<file path="src/rtl/dmsl_pkg.sv">
`timescale 1ns/1ps
package dmsl_pkg;
   // compact layout: fixed fields, swap bit position
   localparam logic [11:0] CMP_HEAD    = 12'hFBD;
   localparam logic [2:0]  CMP_TAIL    = 3'b110;
   localparam int          CMP_SWAPBIT = 4;
   // conditional layout: fixed fields, swap bit position
   localparam logic [7:0]  CND_HEAD    = 8'h74;
   localparam logic [1:0]  CND_TAIL    = 2'b01;
   localparam int          CND_SWAPBIT = 5;

   typedef enum logic [1:0] {
      LAY_NONE    = 2'd0,
      LAY_COMPACT = 2'd1,
      LAY_COND    = 2'd2
   } layout_e;
endpackage

</file>
<file path="src/rtl/dmsl_halfmul.sv">
`timescale 1ns/1ps
module dmsl_halfmul #(
   parameter int HALF_W = 16
) (
   input  logic signed [HALF_W-1:0]   a,
   input  logic signed [HALF_W-1:0]   b,
   output logic signed [2*HALF_W-1:0] p
);
   localparam int PROD_W = 2 * HALF_W;

   initial begin
      if (HALF_W < 2) $fatal(1, "dmsl_halfmul: HALF_W must be at least 2");
   end

   always_comb begin
      p = PROD_W'(a * b);
   end
endmodule

</file>
<file path="src/rtl/dmsl_layout_dec.sv">
`timescale 1ns/1ps
module dmsl_layout_dec
   import dmsl_pkg::*;
(
   input  logic [31:0] word,
   output logic        match,
   output logic        swap_bit,
   output layout_e     layout
);
   logic hit_cmp;
   logic hit_cnd;

   always_comb begin
      hit_cmp = (word[31:20] == CMP_HEAD) && (word[7:5] == CMP_TAIL);
      hit_cnd = (word[27:20] == CND_HEAD) && (word[7:6] == CND_TAIL) && word[4];
      if (hit_cmp) begin
         layout   = LAY_COMPACT;
         swap_bit = word[CMP_SWAPBIT];
      end else if (hit_cnd) begin
         layout   = LAY_COND;
         swap_bit = word[CND_SWAPBIT];
      end else begin
         layout   = LAY_NONE;
         swap_bit = 1'b0;
      end
      match = (layout != LAY_NONE);
   end

   // no swap bit is reported for a word that fits no layout
   always_comb begin
      a_r11_no_swap_unmatched: assert (match || !swap_bit);
   end
endmodule

</file>
<file path="src/rtl/dmsl_diffacc.sv">
`timescale 1ns/1ps
module dmsl_diffacc #(
   parameter int WORD_W = 32
) (
   input  logic signed [WORD_W-1:0]   prod_lo,
   input  logic signed [WORD_W-1:0]   prod_hi,
   input  logic        [2*WORD_W-1:0] acc,
   output logic        [2*WORD_W-1:0] sum
);
   localparam int ACC_W = 2 * WORD_W;

   logic [ACC_W-1:0] ext_lo;
   logic [ACC_W-1:0] ext_hi;

   always_comb begin
      ext_lo = {{WORD_W{prod_lo[WORD_W-1]}}, prod_lo};
      ext_hi = {{WORD_W{prod_hi[WORD_W-1]}}, prod_hi};
      sum    = acc + (ext_lo - ext_hi);
   end
endmodule

</file>
<file path="src/rtl/dmsl_unit.sv">
`timescale 1ns/1ps
module dmsl_unit #(
   parameter int HALF_W = 16
) (
   input  logic                  clk,
   input  logic                  rst,
   input  logic                  in_valid,
   output logic                  in_ready,
   input  logic [2*HALF_W-1:0]   op_n,
   input  logic [2*HALF_W-1:0]   op_m,
   input  logic                  swap,
   input  logic [2*HALF_W-1:0]   acc_hi,
   input  logic [2*HALF_W-1:0]   acc_lo,
   output logic                  out_valid,
   input  logic                  out_ready,
   output logic [2*HALF_W-1:0]   res_hi,
   output logic [2*HALF_W-1:0]   res_lo,
   input  logic [31:0]           dec_word,
   output logic                  dec_match,
   output logic                  dec_swap
);
   import dmsl_pkg::*;

   localparam int WORD_W = 2 * HALF_W;
   localparam int ACC_W  = 2 * WORD_W;
   localparam int LANES  = 2;

   initial begin
      if (HALF_W < 2) $fatal(1, "dmsl_unit: HALF_W must be at least 2");
   end

   logic [WORD_W-1:0]        m_sel;
   logic signed [WORD_W-1:0] prod [LANES];
   logic [ACC_W-1:0]         sum;
   logic                     take;
   layout_e                  dec_layout;

   assign m_sel = swap ? {op_m[HALF_W-1:0], op_m[WORD_W-1:HALF_W]} : op_m;

   for (genvar g = 0; g < LANES; g++) begin : g_lane
      dmsl_halfmul #(.HALF_W(HALF_W)) u_mul (
         .a (op_n[g*HALF_W +: HALF_W]),
         .b (m_sel[g*HALF_W +: HALF_W]),
         .p (prod[g])
      );
   end

   dmsl_diffacc #(.WORD_W(WORD_W)) u_acc (
      .prod_lo (prod[0]),
      .prod_hi (prod[1]),
      .acc     ({acc_hi, acc_lo}),
      .sum     (sum)
   );

   dmsl_layout_dec u_dec (
      .word     (dec_word),
      .match    (dec_match),
      .swap_bit (dec_swap),
      .layout   (dec_layout)
   );

   assign in_ready = !out_valid || out_ready;
   assign take     = in_valid && in_ready;

   always_ff @(posedge clk) begin
      if (rst) begin
         out_valid <= 1'b0;
         res_hi    <= '0;
         res_lo    <= '0;
      end else if (take) begin
         out_valid <= 1'b1;
         res_hi    <= sum[ACC_W-1:WORD_W];
         res_lo    <= sum[WORD_W-1:0];
      end else if (out_ready) begin
         out_valid <= 1'b0;
      end
   end

   // an accepted operation is presented on the next cycle
   a_r6_latency: assert property (@(posedge clk) disable iff (rst)
      take |=> out_valid);
   // a result that has not been taken stays unchanged
   a_r6_hold: assert property (@(posedge clk) disable iff (rst)
      (out_valid && !out_ready) |=> (out_valid && $stable(res_hi) && $stable(res_lo)));
   // a stalled result blocks new operands
   a_r7_stall: assert property (@(posedge clk) disable iff (rst)
      (out_valid && !out_ready) |-> !in_ready);
   // zero first operand returns the running value unchanged
   a_r2_zero_n: assert property (@(posedge clk) disable iff (rst)
      (take && op_n == '0) |=> ({res_hi, res_lo} == $past({acc_hi, acc_lo})));
   // the first cycle after reset shows no result
   a_r8_after_reset: assert property (@(posedge clk)
      $past(rst) |-> (!out_valid && res_hi == '0 && res_lo == '0));
endmodule

</file>
<file path="config.mk">
export PLATFORM = sky130hd
export DESIGN_NAME = dmsl_unit
export DESIGN_NICKNAME = d
export VERILOG_FILES = /design/src/rtl/dmsl_pkg.sv /design/src/rtl/dmsl_halfmul.sv /design/src/rtl/dmsl_layout_dec.sv /design/src/rtl/dmsl_diffacc.sv /design/src/rtl/dmsl_unit.sv
export SDC_FILE = /design/constraint.sdc
export NUM_CORES = 2
export LEC_CHECK = 0
export BUFFER_PORTS_ARGS = -buffer_cell sky130_fd_sc_hd__clkbuf_2
export CAP_MARGIN = 30
export CORE_UTILIZATION = 55
export DETAILED_ROUTE_END_ITERATION = 8
export GPL_ROUTABILITY_DRIVEN = 0
export GPL_TIMING_DRIVEN = 0
export HOLD_SLACK_MARGIN = 0.12
export PLACE_DENSITY = 0.81
export SYNTH_ARGS = -nofsm -noshare
export SYNTH_HDL_FRONTEND = slang
export SYNTH_HIERARCHICAL = 1
export SYNTH_SLANG_ARGS = --single-unit
</file>
<file path="constraint.sdc">
create_clock -name clk -period 12.7 [get_ports clk]
set_clock_uncertainty 0.15 [all_clocks]
set_input_delay 2.54 -clock clk [delete_from_list [all_inputs] [get_ports clk]]
set_output_delay 2.54 -clock clk [all_outputs]
set_load 0.01 [all_outputs]
</file>
==> metrics.log <==
INFO  metric grt_antenna_before_repair = 3
INFO  metric die_h = 230 um
INFO  metric floorplan.core_area = between 50,000 and 60,000 um2
INFO  metric pin_count = approximately 230
INFO  metric h-tree-depth = 3
INFO  metric worstPathRequired = approximately 13 ns
INFO  metric post_dp_cell_area = 30,500 um2
INFO  metric critical_path_peak_fanout = 10
INFO  metric crit_buf_inv = 6
INFO  metric fin_util = 0.631
INFO  metric finish.net_count = 4,542
INFO  metric cts_made_buffers = 9
INFO  metric place.port_buffers = 213
INFO  metric drt_pass1_iterations = 7
INFO  metric ys_warn_count = 6
INFO  metric initial_core_util = 0.556
INFO  metric max-slew-margin-rel = 0.487
INFO  metric remaining_drc_errors = 0
INFO  metric gr-total-overflow = 0
INFO  metric maximum_capacitance_violations = 0
INFO  metric placed_insts = 4,224
INFO  metric number_of_core_rows = 83
INFO  metric finish.cell_count_without_fillers = 4,278
INFO  metric clkTransAtPathRegs = 0.06 ns
INFO  metric rsz0062_at_grt = true
INFO  metric worst-slew-pin-transition = 0.770 ns
INFO  metric holdPathStages = 2
INFO  metric r2r-end = res_lo[20]$_SDFFE_PP0P_
INFO  metric drive_above_1_share = 0.164
INFO  metric ff2ff_path_depth = 4
INFO  metric status = completed
INFO  metric cp-start-kind = input pin
INFO  metric ant_nets = 0
INFO  metric cts.hold.buffers_added = 0
INFO  metric stdcell_area = around 32,000 um2
INFO  metric grt_start_max_net_pins = 17
INFO  metric timing.critical_path.slowest_cell_delay = 0.55 ns
INFO  metric synth.avg_cell_area = 8.57 um2
INFO  metric cts.sink_count = 65
INFO  metric wl_per_cell = 19.1 um
INFO  metric global_route.usage.total = 0.307
INFO  metric clock_tree.buffer_depth = 2
INFO  metric area.growth.synth_to_final = 13.4%
INFO  metric post_drt_via_cell_ratio = 5.74
INFO  metric cts_tree = built
INFO  metric fin_worst_hold_slack = 0.420 ns
INFO  metric post_synth_inst_count = 3,331
INFO  metric die_ar = roughly 53,000 um2
INFO  metric layout.filler_cells = 4,169
INFO  metric number_of_global_route_vias_before_repair = 25,000
INFO  metric crit_arrival = between 10 and 15 ns
INFO  metric cpLargestDelayFamily = adder cells
INFO  metric timing.reg2reg.setup_slack = 11.29 ns
INFO  metric die_w = between 200 and 250 um
INFO  metric max_frequency = 0.0802 GHz
INFO  metric r2r_start = out_valid$_SDFFE_PP0P_
INFO  metric crit_path_end_kind = register
INFO  metric capture_endpoint_of_the_worst_hold_path = res_hi[3]$_SDFFE_PP0P_
INFO  metric grt_first_pass_wirelength = 129,000 um
INFO  metric finalSetupViolations = 0
INFO  metric via_count = about 25,000
INFO  metric worst_skew_pair.late_latency = roughly 0.34 ns
INFO  metric timing.final.hold_violations = 0
INFO  metric dp.final_hpwl = 66,400 um
INFO  metric hold_class = reg2reg
INFO  metric drtIter0Drc = 2,110
INFO  metric critPathSlowestCell = sky130_fd_sc_hd__clkbuf_1
INFO  metric holdCritStartpoint = res_hi[3]$_SDFFE_PP0P_
INFO  metric timing_max_transition_violations_final = 0
INFO  metric fin_crit_share = 0.982
INFO  metric synthesis.area = 28,500 um2
INFO  metric period_needed = ~12 ns
INFO  metric criticalPathCategory = in2reg
INFO  metric detail_route.wirelength = a little over 80,000 um
INFO  metric worst_path_most_repeated_cell = sky130_fd_sc_hd__fa_1
INFO  metric clk_root_buffer_cell = sky130_fd_sc_hd__clkbuf_16
INFO  metric synth_nets = 4,282
==> metrics by stage <==
stage / TNS (ns) / setup WS [ns]
global placement: -40.79 / -1.81
global route: -1.20 / -0.281
detailed placement: -43.74 / -1.87
floorplan: 0 / 0.187
finish: 0 / 0.224
CTS: -0.0219 / -0.0124
==> layout by cell type (no fill, tap or decap), drive strengths merged, types with 4 or more instances in the layout <==
cell,count
o21ai,81
or2,5
o31ai,8
o2111ai,5
nand4b,5
fa,526
a211oi,18
nor2b,20
o22ai,5
nor4,8
o31a,4
clkbuf,287
a41oi,4
a31oi,17
buf,103
or4,4
nand4,30
nand2b,23
a21boi,5
and4,4
nor3,24
xnor2,97
a21bo,65
xor2,57
nand2,337
o21bai,24
and3,11
ha,260
o211ai,9
mux2,34
and2,250
dfxtp,65
nor2,120
o21a,21
or3,6
inv,644
a21o,67
a21oi,211
nand3,90
==> area by class of cell <==
class | instances | area (um2) | area share
clock inverters | 6 | 72.6 | 0.00224
clock buffers | 10 | 239 | 0.00738
well taps | 680 | 851 | 0.0263
flip-flops and latches | 65 | 1300 | 0.0402
plain buffers | 114 | 677 | 0.0209
diodes | 2 | 5.00 | 0.000155
inverters | 642 | 2410 | 0.0745
multi-input cells | 2493 | 25300 | 0.781
repair buffers | 266 | 1520 | 0.0470
==> worst min-delay path, delay by kind of cell (launching register included) <==
kind               cells  cell delay, ns
AOI/OAI and AO/OA      2            0.21
DFF                    1            0.30
==> timing repair <==
item | in CTS | in global routing
endpoints found under the setup margin | 33 | 30
pin swaps | 20 | 80
gates cloned | 2 | 2
gates resized for setup | 103 | 194
hold endpoints to repair | 0 | 0
buffers inserted | 15 | 36
==> how the worst max path moves through the flow <==
stage	start	to	slack, ns	cells past startpoint
floorplan	swap	res_hi[26]$_SDFFE_PP0P_	0.19	41
global placement	swap	res_hi[26]$_SDFFE_PP0P_	-1.81	41
detailed placement	swap	res_hi[26]$_SDFFE_PP0P_	-1.87	41
CTS	swap	res_hi[30]$_SDFFE_PP0P_	-0.01	44
global route	op_n[6]	res_hi[28]$_SDFFE_PP0P_	-0.28	43
finish	op_n[10]	res_hi[16]$_SDFFE_PP0P_	0.22	38
==> registers in the layout (all words and copies together), names as in the netlist <==
name	count
res_hi	32
res_lo	32
out_valid	1
==> metal layers <==
layer	up-vias	GRT usage	share of wire
met3	261	0.0785	0.11
met4	4	0.111	0.043
met1	12000	0.391	0.39
li1	11100	-	-
met5	-	0	0.00028
met2	1222	0.502	0.46
Power is left out: the tool's default activity adds up to more than one toggle a clock period on the data nets, which glitch-free logic cannot reach.
